<file path="config.mk">
export PLATFORM = sky130hd
export DESIGN_NAME = usart_sclk_edges
export DESIGN_NICKNAME = d
export VERILOG_FILES = /design/src/rtl/usart_sclk_pkg.sv /design/src/rtl/sclk_sync.sv /design/src/rtl/sclk_edge_detect.sv /design/src/rtl/sclk_master_div.sv /design/src/rtl/usart_sclk_edges.sv
export SDC_FILE = /design/constraint.sdc
export NUM_CORES = 1
export LEC_CHECK = 0
export ABC_AREA = 0
export BUFFER_PORTS_ARGS = -buffer_cell sky130_fd_sc_hd__buf_4
export CAP_MARGIN = 20
export CORE_MARGIN = 10
export CORE_UTILIZATION = 55
export CTS_CLUSTER_SIZE = 8
export DETAILED_ROUTE_END_ITERATION = 10
export GPL_TIMING_DRIVEN = 0
export PLACE_DENSITY = 0.79
export SETUP_SLACK_MARGIN = 0.5
export SYNTH_ARGS = -nofsm -noshare
export SYNTH_HDL_FRONTEND = slang
export SYNTH_HIERARCHICAL = 1
export SYNTH_SLANG_ARGS = --single-unit
</file>
<file path="constraint.sdc">
create_clock -name clk -period 3.85 [get_ports clk]
set_input_delay 0.77 -clock clk [delete_from_list [all_inputs] [get_ports clk]]
set_output_delay 0.77 -clock clk [all_outputs]
set_load 0.03 [all_outputs]
</file>
<file path="src/rtl/usart_sclk_pkg.sv">
package usart_sclk_pkg;

    typedef enum logic [1:0] {
        ST_OFF    = 2'd0,
        ST_MASTER = 2'd1,
        ST_SLAVE  = 2'd2
    } sclk_state_t;

    typedef struct packed {
        logic rise;
        logic fall;
    } edge_ev_t;

endpackage

</file>
<file path="src/rtl/sclk_sync.sv">
module sclk_sync #(
    parameter int STAGES = 2
) (
    input  logic clk,
    input  logic rst_n,
    input  logic load,
    input  logic load_val,
    input  logic d,
    output logic q
);
    logic [STAGES-1:0] chain_q;

    always_ff @(posedge clk) begin
        if (!rst_n || load) begin
            chain_q <= {STAGES{load_val}};
        end else begin
            chain_q <= {chain_q[STAGES-2:0], d};
        end
    end

    assign q = chain_q[STAGES-1];
endmodule

</file>
<file path="src/rtl/sclk_edge_detect.sv">
module sclk_edge_detect
    import usart_sclk_pkg::*;
(
    input  logic     clk,
    input  logic     rst_n,
    input  logic     load,
    input  logic     load_val,
    input  logic     lvl,
    output edge_ev_t ev
);
    logic prev_q;

    always_ff @(posedge clk) begin
        if (!rst_n || load) begin
            prev_q <= load_val;
        end else begin
            prev_q <= lvl;
        end
    end

    always_comb begin
        ev.rise = lvl & ~prev_q;
        ev.fall = ~lvl & prev_q;
    end
endmodule

</file>
<file path="src/rtl/sclk_master_div.sv">
module sclk_master_div
    import usart_sclk_pkg::*;
#(
    parameter int DIV_W = 8
) (
    input  logic             clk,
    input  logic             rst_n,
    input  logic             load,
    input  logic             load_val,
    input  logic [DIV_W-1:0] div_val,
    output logic             sclk,
    output edge_ev_t         ev
);
    localparam logic [DIV_W-1:0] CNT_ONE = DIV_W'(1);

    logic [DIV_W-1:0] cnt_q;
    logic             sclk_q;
    edge_ev_t         ev_q;

    always_ff @(posedge clk) begin
        if (!rst_n || load) begin
            sclk_q <= load_val;
            cnt_q  <= div_val;
            ev_q   <= '0;
        end else if (cnt_q == '0) begin
            sclk_q    <= ~sclk_q;
            cnt_q     <= div_val;
            ev_q.rise <= ~sclk_q;
            ev_q.fall <= sclk_q;
        end else begin
            cnt_q <= cnt_q - CNT_ONE;
            ev_q  <= '0;
        end
    end

    assign sclk = sclk_q;
    assign ev   = ev_q;
endmodule

</file>
<file path="src/rtl/usart_sclk_edges.sv">
module usart_sclk_edges
    import usart_sclk_pkg::*;
#(
    parameter int DIV_W       = 8,
    parameter int SYNC_STAGES = 2
) (
    input  logic             clk,
    input  logic             rst_n,
    input  logic             enable,
    input  logic             master,
    input  logic             polarity,
    input  logic [DIV_W-1:0] div_val,
    input  logic             sclk_in,
    output logic             sclk_out,
    output logic             sclk_oe,
    output logic             tx_change,
    output logic             rx_sample
);
    sclk_state_t state_q, state_d;
    logic        pol_q;
    logic        clear;
    logic        m_sclk;
    logic        s_lvl;
    edge_ev_t    m_ev, s_ev, sel_ev;

    // State register
    always_ff @(posedge clk) begin
        if (!rst_n) begin
            state_q <= ST_OFF;
            pol_q   <= polarity;
        end else begin
            state_q <= state_d;
            if (state_q == ST_OFF) begin
                pol_q <= polarity;
            end
        end
    end

    // Next state
    always_comb begin
        state_d = state_q;
        unique case (state_q)
            ST_OFF: begin
                if (enable && master)       state_d = ST_MASTER;
                else if (enable)            state_d = ST_SLAVE;
            end
            ST_MASTER: begin
                if (!enable || !master || (polarity != pol_q)) state_d = ST_OFF;
            end
            ST_SLAVE: begin
                if (!enable || master || (polarity != pol_q))  state_d = ST_OFF;
            end
            default: state_d = ST_OFF;
        endcase
    end

    // Outputs
    always_comb begin
        clear    = 1'b0;
        sclk_oe  = 1'b0;
        sclk_out = polarity;
        sel_ev   = '0;
        unique case (state_q)
            ST_OFF: begin
                clear = 1'b1;
            end
            ST_MASTER: begin
                sclk_oe  = 1'b1;
                sclk_out = m_sclk;
                sel_ev   = m_ev;
            end
            ST_SLAVE: begin
                sclk_out = pol_q;
                sel_ev   = s_ev;
            end
            default: clear = 1'b1;
        endcase
        tx_change = pol_q ? sel_ev.fall : sel_ev.rise;
        rx_sample = pol_q ? sel_ev.rise : sel_ev.fall;
    end

    sclk_master_div #(.DIV_W(DIV_W)) u_div (
        .clk      (clk),
        .rst_n    (rst_n),
        .load     (clear),
        .load_val (polarity),
        .div_val  (div_val),
        .sclk     (m_sclk),
        .ev       (m_ev)
    );

    sclk_sync #(.STAGES(SYNC_STAGES)) u_sync (
        .clk      (clk),
        .rst_n    (rst_n),
        .load     (clear),
        .load_val (polarity),
        .d        (sclk_in),
        .q        (s_lvl)
    );

    sclk_edge_detect u_edge (
        .clk      (clk),
        .rst_n    (rst_n),
        .load     (clear),
        .load_val (polarity),
        .lvl      (s_lvl),
        .ev       (s_ev)
    );
endmodule

</file>
==> flow_metrics.py <==
metrics = {
    "timing": {
        "timing.setup.tns_ns": 0,
        "hold_violations": 0,
        "slew_viol_final": 0,
        "max_freq_mhz": 420,
        "setup_viol": 0,
        "final.min_clock_period_ns": 2.38,
        "max_slew_margin": 0.686,
        "period_share": 0.618,
        "finalClockSkew_ns": 0.00297,
        "worstMarginPinSlew_ns": 0.470,
        "grt_setup_unrepaired": "false",
        "layout_setup_ws_ns": 1.47,
    },
    "synthesis": {
        "syn-cell-area_um2": 965,
        "async_reset_ff_frac": 0,
        "seq_area_frac_synth": 0.374,
        "synth_fp_nets": 123,
        "ys.flop_type": "dfxtp_1",
        "synth_top_cell_area_share": 0.311,
        "ys_top_cells_by_count": "15 x dfxtp_1, 12 x nand2_1, 11 x o21ai_0",
        "synth_cell_types": 32,
        "synth_area_per_cell_um2": 9.37,
        "synthTopCellsByArea": "dfxtp_1 31%, ha_1 7.8%, edfxtp_1 6.2%",
        "synth_top_area_cell": "dfxtp_1",
        "synth_most_common_cell": "dfxtp_1",
        "ys_warn_count": 6,
        "synth_cells": 103,
        "synth_edf_count": 2,
        "synth_seq_cells": 17,
    },
    "clock_tree": {
        "clkSinkCount": 17,
        "numCtsBuffers": 3,
        "postCtsHoldBufs": 0,
        "cts_setup_buffers": 0,
        "cts_resized": 0,
        "clkLatencyLatePin_ns": 0.28,
        "cts_tree": "built",
        "clockBufferDepth": 2,
        "root_buffer": "clkbuf_4",
        "cts_max_level": 1,
        "clk_pin_slew_ns": 0.09,
    },
    "die": {
        "die_h_um": 61.9,
        "core.rowCount": 15,
        "die_width_um": 61.9,
        "core_area_um2": 1690,
        "initial_core_util": 0.571,
        "dieArea_um2": 3830,
        "ioPinCount": 18,
    },
    "placement": {
        "place_inst": 137,
        "portBuffers": 17,
        "dp_slack_ns": 1.77,
        "place.gp.congestion": 0.811,
        "dp_hpwl_um": 1530,
    },
    "cells_and_area": {
        "diodes": 0,
        "drive_above_1_share": 0.242,
        "fin_cells": 141,
        "fillers": 129,
        "utilization": 0.675,
        "area_growth_pct": 18.2,
        "num-nets-final": 145,
    },
    "global_route": {
        "grt_pass1_vias": 740,
        "track_usage": 0.103,
        "grt_max_degree": 11,
        "grt_pass1_wl_um": 2980,
        "overflow": 0,
        "grt_antenna_before_repair": 0,
    },
    "worst_setup_path": {
        "rr_worst_depth": 8,
        "start_kind": "register",
        "worstPathMaxFanout": 5,
        "critPathKind": "register to output pin",
        "arrival_ns": 1.61,
        "cp-end-kind": "output pin",
        "required_ns": 3.08,
    },
    "pwr": {
        "fin_total_pwr_mw": 0.403,
        "cellLeakagePower_nw": 0.498,
        "power_density_nw_per_um2": 353,
        "irDropWorstVdd_v": 0.000207,
    },
    "drt": {
        "routed_via_density": 5.41,
        "vias": 763,
        "drc": 0,
        "drt_iter0_drc": 7,
        "drt_wl_total_um": 1850,
        "ant_nets": 0,
        "wl_per_cell_um": 13.1,
        "drtPass1Iterations": 4,
    },
    "run": {
        "maxCapViolations": 0,
    },
    "min_path": {
        "hp-class": "register to register",
        "worstHoldPathCells": 1,
    },
    "status": {
        "status": "complete, no violations",
    },
}
-- cells in the final DEF, fill, tap and decap left out, types with 2 or more instances in the layout --
cell / count
a21oi_1: 3
nor3_1: 2
xor2_1: 2
clkbuf_4: 3
buf_4: 17
nor2_1: 6
ha_1: 6
o21ai_0: 11
o21a_1: 3
nor2b_1: 4
nand2b_1: 4
nand3_1: 4
a22o_1: 3
inv_1: 5
nand2_1: 12
dfxtp_1: 15
mux2_4: 3
xnor2_1: 3
edfxtp_1: 2
-- cell type report --
type	count	area (um^2)	area share
Tap cell	17	21.3	0.0187
Clock buffer	4	26.3	0.0231
Inverter	5	18.8	0.0165
Buffer	1	11.3	0.00988
Sequential cell	17	360	0.316
Timing Repair Buffer	17	128	0.112
Multi-Input combinational cell	80	574	0.504
-- cells by family (layout without fill, tap and decap cells) --
| group | Yosys count | after routing | synth area share |
|---|---|---|---|
| compound gates | 26 | 26 | 0.191 |
| xor+xnor | 5 | 5 | 0.0454 |
| fa+ha+maj | 6 | 6 | 0.0778 |
| buf+inv | 6 | 27 | 0.0311 |
| flops | 17 | 17 | 0.374 |
| mux | 4 | 4 | 0.0584 |
| simple gates | 39 | 39 | 0.223 |
-- metal layers --
layer  GRT usage  share of wire
met5           0              0
met4      0.0573         0.0065
met3      0.0366          0.061
met2       0.186           0.51
met1      0.0998           0.42
-- flip-flops by register name (all words and copies together) (netlist names) --
name	flops
pol_q	1
state_q	2
u_edge/prev_q	1
u_div/cnt_q	8
u_div/ev	2
u_div/sclk	1
u_sync/chain_q	2
-- per-stage QoR --
| stage | hold WS (ns) | area (um^2) |
|---|---|---|
| floorplan | 0.437 | 965 |
| global placement | 0.439 | 1110 |
| detailed placement | 0.459 | 1110 |
| CTS | 0.482 | 1140 |
| global route | 0.490 | 1140 |
| finish | 0.480 | 1140 |
-- worst paths after layout --
path	slack, ns	endpoint	start
worst max-delay path	1.47	rx_sample	state_q[0]
worst min-delay path	0.48	u_sync/chain_q[1]	u_sync/chain_q[0]
worst max register to register	1.82	u_div/cnt_q[0]	state_q[0]
worst min register to register	0.48	u_sync/chain_q[1]	u_sync/chain_q[0]
-- where the power goes --
part / internal, mW / switching (mW) / total, mW
registers: 0.196 / 0.0167 / 0.213
logic: 0.0491 / 0.0485 / 0.0976
clock network: 0.0402 / 0.0517 / 0.0919
-- critical path, cell delays in order (launching register included) --
cell and delay [ns]:
dfxtp_1 0.40, inv_1 0.08, ha_1 0.26, a22o_1 0.26, nand3_1 0.07, o21ai_0 0.08, buf_4 0.18
Note: power is estimated with default switching activity, not from simulation.
